**src/rtl/mm_pkg.sv**
```systemverilog
package mm_pkg;
  localparam int AW   = 20;
  localparam int RW   = 8;
  localparam int AREA_W = 3;

  typedef logic [AW-1:0] addr_t;

  typedef enum logic [AREA_W-1:0] {
    AREA_RSVD = 3'd0,
    AREA_RAM  = 3'd1,
    AREA_ROM  = 3'd2,
    AREA_CS2  = 3'd3,
    AREA_EXT  = 3'd4
  } area_e;

  // register bit positions (software visible)
  localparam int B_CS2LATE = 0;
  localparam int B_WDRST   = 2;
  localparam int B_EXPAND  = 3;
  localparam int B_SZLO    = 4;
  localparam int B_SZHI    = 5;
  localparam int B_RSV     = 6;
  localparam int B_WAIT    = 7;

  localparam logic [RW-1:0] CFG_RESET  = 8'h08;
  localparam logic [RW-1:0] STICKY_MSK = 8'h04;
  localparam logic [RW-1:0] ZERO_MSK   = 8'h40;
  localparam logic [RW-1:0] SIZE_MSK   = 8'h30;
  localparam logic [RW-1:0] FORCE_MSK  = 8'h09;

  // window limits
  localparam addr_t LIM_SFR_END  = 20'h003FF;
  localparam addr_t LIM_RAM_NRM  = 20'h03FFF;
  localparam addr_t LIM_RAM_EXP  = 20'h07FFF;
  localparam addr_t LIM_CS2_EARLY = 20'h08000;
  localparam addr_t LIM_BLKA_LO  = 20'h0F000;
  localparam addr_t LIM_CS2_LATE = 20'h10000;
  localparam addr_t LIM_CS2_END  = 20'h26FFF;
  localparam addr_t LIM_ROM_EXP  = 20'h80000;
  localparam addr_t LIM_ROM_NRM  = 20'hD0000;
endpackage

```
**src/rtl/mm_cfg_reg.sv**
```systemverilog
module mm_cfg_reg
  import mm_pkg::*;
#(
  parameter int W = RW,
  parameter logic [W-1:0] RST_VAL = CFG_RESET,
  parameter logic [W-1:0] STICKY  = STICKY_MSK,
  parameter logic [W-1:0] ZEROS   = ZERO_MSK,
  parameter logic [W-1:0] PAIRED  = SIZE_MSK
) (
  input  logic         clk,
  input  logic         rst_n,
  input  logic         we,
  input  logic [W-1:0] d,
  output logic [W-1:0] q
);
  // paired field accepts only uniform codes (all zero or all one)
  logic [W-1:0] pair_bits;
  logic         pair_ok;
  assign pair_bits = d & PAIRED;
  assign pair_ok   = (pair_bits == '0) || (pair_bits == PAIRED);

  for (genvar i = 0; i < W; i++) begin : g_bit
    logic bq;
    if (ZEROS[i]) begin : g_zero
      assign bq = 1'b0;
    end else if (STICKY[i]) begin : g_sticky
      always_ff @(posedge clk or negedge rst_n) begin
        if (!rst_n)  bq <= RST_VAL[i];
        else if (we) bq <= bq | d[i];
      end
    end else if (PAIRED[i]) begin : g_pair
      always_ff @(posedge clk or negedge rst_n) begin
        if (!rst_n)             bq <= RST_VAL[i];
        else if (we && pair_ok) bq <= d[i];
      end
    end else begin : g_plain
      always_ff @(posedge clk or negedge rst_n) begin
        if (!rst_n)  bq <= RST_VAL[i];
        else if (we) bq <= d[i];
      end
    end
    assign q[i] = bq;
  end
endmodule

```
**src/rtl/mm_area_dec.sv**
```systemverilog
module mm_area_dec
  import mm_pkg::*;
(
  input  addr_t addr,
  input  logic  cs2_late,
  input  logic  expand,
  input  logic  ext_mode,
  output area_e area
);
  logic in_sfr, in_ram_lo, in_mid, in_gap8, in_blka, in_cs2hi, in_ext, in_romexp;
  area_e far_kind;

  always_comb begin
    in_sfr    = addr <= LIM_SFR_END;
    in_ram_lo = addr <= LIM_RAM_NRM;
    in_mid    = addr <= LIM_RAM_EXP;
    in_gap8   = addr < LIM_CS2_LATE;
    in_blka   = addr >= LIM_BLKA_LO;
    in_cs2hi  = addr <= LIM_CS2_END;
    in_ext    = addr < LIM_ROM_EXP;
    in_romexp = addr < LIM_ROM_NRM;
    far_kind  = ext_mode ? AREA_EXT : AREA_RSVD;

    if (in_sfr)             area = AREA_RSVD;
    else if (in_ram_lo)     area = AREA_RAM;
    else if (in_mid)        area = expand ? AREA_RAM : far_kind;
    else if (in_gap8) begin
      if (cs2_late && in_blka) area = AREA_ROM;
      else if (!ext_mode)      area = AREA_RSVD;
      else                     area = cs2_late ? AREA_EXT : AREA_CS2;
    end
    else if (in_cs2hi)      area = ext_mode ? AREA_CS2 : AREA_RSVD;
    else if (in_ext)        area = far_kind;
    else if (in_romexp)     area = expand ? AREA_ROM : far_kind;
    else                    area = AREA_ROM;
  end
endmodule

```
**src/rtl/mm_mode_unit.sv**
```systemverilog
module mm_mode_unit
  import mm_pkg::*;
(
  input  logic          clk,
  input  logic          rst_n,
  input  logic          wr_stb,
  input  logic [RW-1:0] wr_data,
  input  logic          prot_en,
  input  logic          rewrite_mode,
  input  logic [1:0]    proc_mode,
  input  logic [AW-1:0] acc_addr,
  output logic [RW-1:0] mode_rd,
  output logic [AREA_W-1:0] area,
  output logic          wait_req
);
  logic [RW-1:0] cfg_q;
  logic [RW-1:0] cfg_eff;
  logic          ext_mode;
  area_e         area_k;

  mm_cfg_reg u_reg (
    .clk (clk),
    .rst_n (rst_n),
    .we  (wr_stb & prot_en),
    .d   (wr_data),
    .q   (cfg_q)
  );

  assign cfg_eff  = cfg_q | (rewrite_mode ? FORCE_MSK : '0);
  assign ext_mode = proc_mode[0];

  mm_area_dec u_dec (
    .addr     (acc_addr),
    .cs2_late (cfg_eff[B_CS2LATE]),
    .expand   (cfg_eff[B_EXPAND]),
    .ext_mode (ext_mode),
    .area     (area_k)
  );

  assign mode_rd  = cfg_eff;
  assign area     = area_k;
  assign wait_req = cfg_eff[B_WAIT] & ((area_k == AREA_RAM) | (area_k == AREA_ROM));
endmodule

```
**config.mk**
```make
export PLATFORM = sky130hd
export DESIGN_NAME = mm_mode_unit
export DESIGN_NICKNAME = d
export VERILOG_FILES = /design/src/rtl/mm_pkg.sv /design/src/rtl/mm_cfg_reg.sv /design/src/rtl/mm_area_dec.sv /design/src/rtl/mm_mode_unit.sv
export SDC_FILE = /design/constraint.sdc
export NUM_CORES = 1
export LEC_CHECK = 0
export BUFFER_PORTS_ARGS = -buffer_cell sky130_fd_sc_hd__buf_2
export CAP_MARGIN = 10
export CORE_AREA = 2 2 40 49
export CTS_CLUSTER_DIAMETER = 60
export DETAILED_ROUTE_END_ITERATION = 8
export DIE_AREA = 0 0 42 51
export PLACE_DENSITY = 0.7
export SETUP_SLACK_MARGIN = 0.15
export SLEW_MARGIN = 5
export SYNTH_ARGS = -nofsm -noshare
export SYNTH_HDL_FRONTEND = slang
export SYNTH_SLANG_ARGS = --single-unit
export TNS_END_PERCENT = 100
```
**constraint.sdc**
```tcl
create_clock -name clk -period 1.4 [get_ports clk]
set_clock_uncertainty 0.1 [all_clocks]
set_input_delay 0.14 -clock clk [delete_from_list [all_inputs] [get_ports clk]]
set_output_delay 0.14 -clock clk [all_outputs]
set_load 0.01 [all_outputs]
```
==> metrics.txt <==
syn nets 88; core outline area 1720 µm²; CTS tree built; Worst EP required 1.16 ns; H-tree levels 1; count of different cell masters after synthesis 24; DRT Wirelength 1270 µm; M2 GR Usage 26.0%; CTS clk-pin slew, worst paths 0.05 ns; Gate Count Post-Synth 53; CTS Buffer Depth 2; row count 17; Final Max Slew Viols 0; vias per cell 4.93; first-pass GRT wire length 2110 µm; DRC 0; count leader, synth buf_4; fin cells 105; Leak 0.341 nW; MaxCap Viol Count 0; failing checks negative setup slack; Commonest cells post-synth buf_4, dfrtp_1, nand2_1; GR peak layer met2; Setup violations, final 4; top post-synthesis cells by area dfrtp_1, buf_4, mux2_2; Starting Density 28.7%; Tmin final 1.75 ns; final hold violations 0; Worst Path Arrival 1.51 ns; DIE AREA 2140 µm²; Fmax 0.573 GHz; Regs by FF count u_reg.g_bit.bq: 7 flops; CP Launch Type flop; Layout fillers 185; run status finished, violations left; CP Max Fanout 3; IR drop worst, VDD 0.437 mV; post-synth top area share 30.4%; Worst-Skew Late Latency 0.25 ns; RSZ-0062 raised after global routing true; FFs w/ async S/R, synth 100%; gr ovfl total 0; Seq cells post-synth 7; die span in y 51 µm; most flop-heavy register u_reg.g_bit.bq; ANT nets after route 0; number of iterations in the first detailed-routing pass 3; layout cells sized above 1 64.0%; Seq/Total Area, Yosys 35.7%; GP Congestion 0.913; CP Class reg -> out; IO Pins 47; post-synthesis cell area 494 µm²; GR Util met3 1.77%; Cell Pwr Density 837 nW/µm²; antenna violations before repair 0; Yosys Warn Count 0; nets 122; Post-synth EDFFs 0; ant diodes 0; post-synth top area cell dfrtp_1; period utilization 125%; CTS root buffer clkbuf_4; Total GRT Usage 13.4%; iteration-0 DRC count of the detailed router 2; HP Class in -> reg; Synth Area per Inst 9.32 µm²; Sink Count 7; clock buffer count from CTS 3; most common flop cell mapped by yosys dfrtp_1; Worst setup EP type primary output; Avg WL per Cell 12.1 µm; via count 518; largest net degree at the start of global routing 8; Fin Hold WS 0.0216 ns; Setup WS post-layout -0.346 ns; vias in the first global route 553; max reg flops 7; HPWL Detailed 1060 µm; Placed Cells 100; Synth-to-Final Area Change 43.8%; IO buf count 33; GR Util met1 12.0%; Die Width 42 µm
cells by family (layout without fill, tap and decap cells):
family	after synthesis	after routing	synth area share (%)
flops	7	7	35.7
buf+inv	10	43	13.7
compound gates	13	13	20.0
simple gates	18	18	20.8
other cells	1	1	0.759
mux	4	4	9.11
worst paths after layout:
check / from / end / slack, ns / cells after the start
setup reg to reg: u_reg.g_bit[7].bq / u_reg.g_bit[7].bq / 0.52 / 1
max in group asynchronous: rst_n / u_reg.g_bit[3].bq / 0.80 / 2
hold reg to reg: u_reg.g_bit[2].bq / u_reg.g_bit[2].bq / 0.39 / 1
setup / recovery: u_reg.g_bit[3].bq / area[2] / -0.35 / 5
hold / removal: wr_data[1] / u_reg.g_bit[1].bq / 0.02 / 2
min in group asynchronous: rst_n / u_reg.g_bit[2].bq / 0.16 / 2
worst max-delay path, stage by stage (launching register included):
cell	delay, ns
dfstp_2	0.38
nor2_4	0.11
a211oi_2	0.10
or3b_4	0.39
a31oi_4	0.13
buf_2	0.14
layout make-up:
class	instances	area [µm²]	share of cell area (%)
Timing Repair Buffer	37	198	27.8
Inverter	2	7.51	1.06
Multi-Input combinational cell	36	279	39.3
Tap cell	19	23.8	3.35
Clock buffer	4	26.3	3.70
Sequential cell	7	176	24.8
what timing repair did:
item / in CTS / in global routing
hold endpoints to repair: 7 / 0
gates resized for setup: 2 / 0
setup endpoints to repair: 6 / 6
buffers inserted: 0 / 0
hold buffers: 1 / 0
pin swaps: 1 / 0
metal layers:
metal	vias to the layer above	part of all wire [%]	wire length [µm]
met2	30	53	677
met3	4	8.9	113
li1	246	-	-
met4	0	2.4	30
met5	-	0	0
met1	238	35	447
layout by cell type, fill, tap and decap left out:
| master | count |
|---|---|
| nand2_1 | 6 |
| buf_4 | 3 |
| and3_1 | 1 |
| dfstp_2 | 1 |
| buf_2 | 33 |
| conb_1 | 1 |
| clkbuf_1 | 1 |
| a31o_2 | 1 |
| dlygate4sd3_1 | 1 |
| clkbuf_4 | 3 |
| a31oi_4 | 1 |
| mux2_2 | 4 |
| a21o_1 | 1 |
| nor3_1 | 1 |
| nand2b_4 | 1 |
| nor2_1 | 3 |
| dfrtp_1 | 6 |
| a21boi_2 | 2 |
| or3b_4 | 1 |
| nor2_4 | 1 |
| a311o_2 | 1 |
| a211oi_2 | 1 |
| or4_4 | 1 |
| inv_1 | 2 |
| o21ai_0 | 5 |
| or4_1 | 1 |
| o21ai_2 | 1 |
| nand4_1 | 2 |
per-stage QoR:
step	setup TNS [ns]	power, W	setup WS, ns	utilization, %	instance area (µm²)
after floorplan	0	0.000350	0.0280	-	514
after global placement	-0.651	0.000404	-0.205	38.6	666
after detailed placement	-0.797	0.000411	-0.247	38.6	666
after CTS	-1.15	0.000607	-0.366	41.2	711
after global routing	-1.37	0.000628	-0.397	41.2	711
final	-1.09	0.000595	-0.346	41.2	711
report_power, final:
group / switching (W) / internal, W / leakage [nW]
combinational: 0.0000831 / 0.0000867 / 0.252
sequential: 0.0000151 / 0.000228 / 0.0737
clock: 0.0000734 / 0.000109 / 0.0150
(Power assumes the default switching activity.)
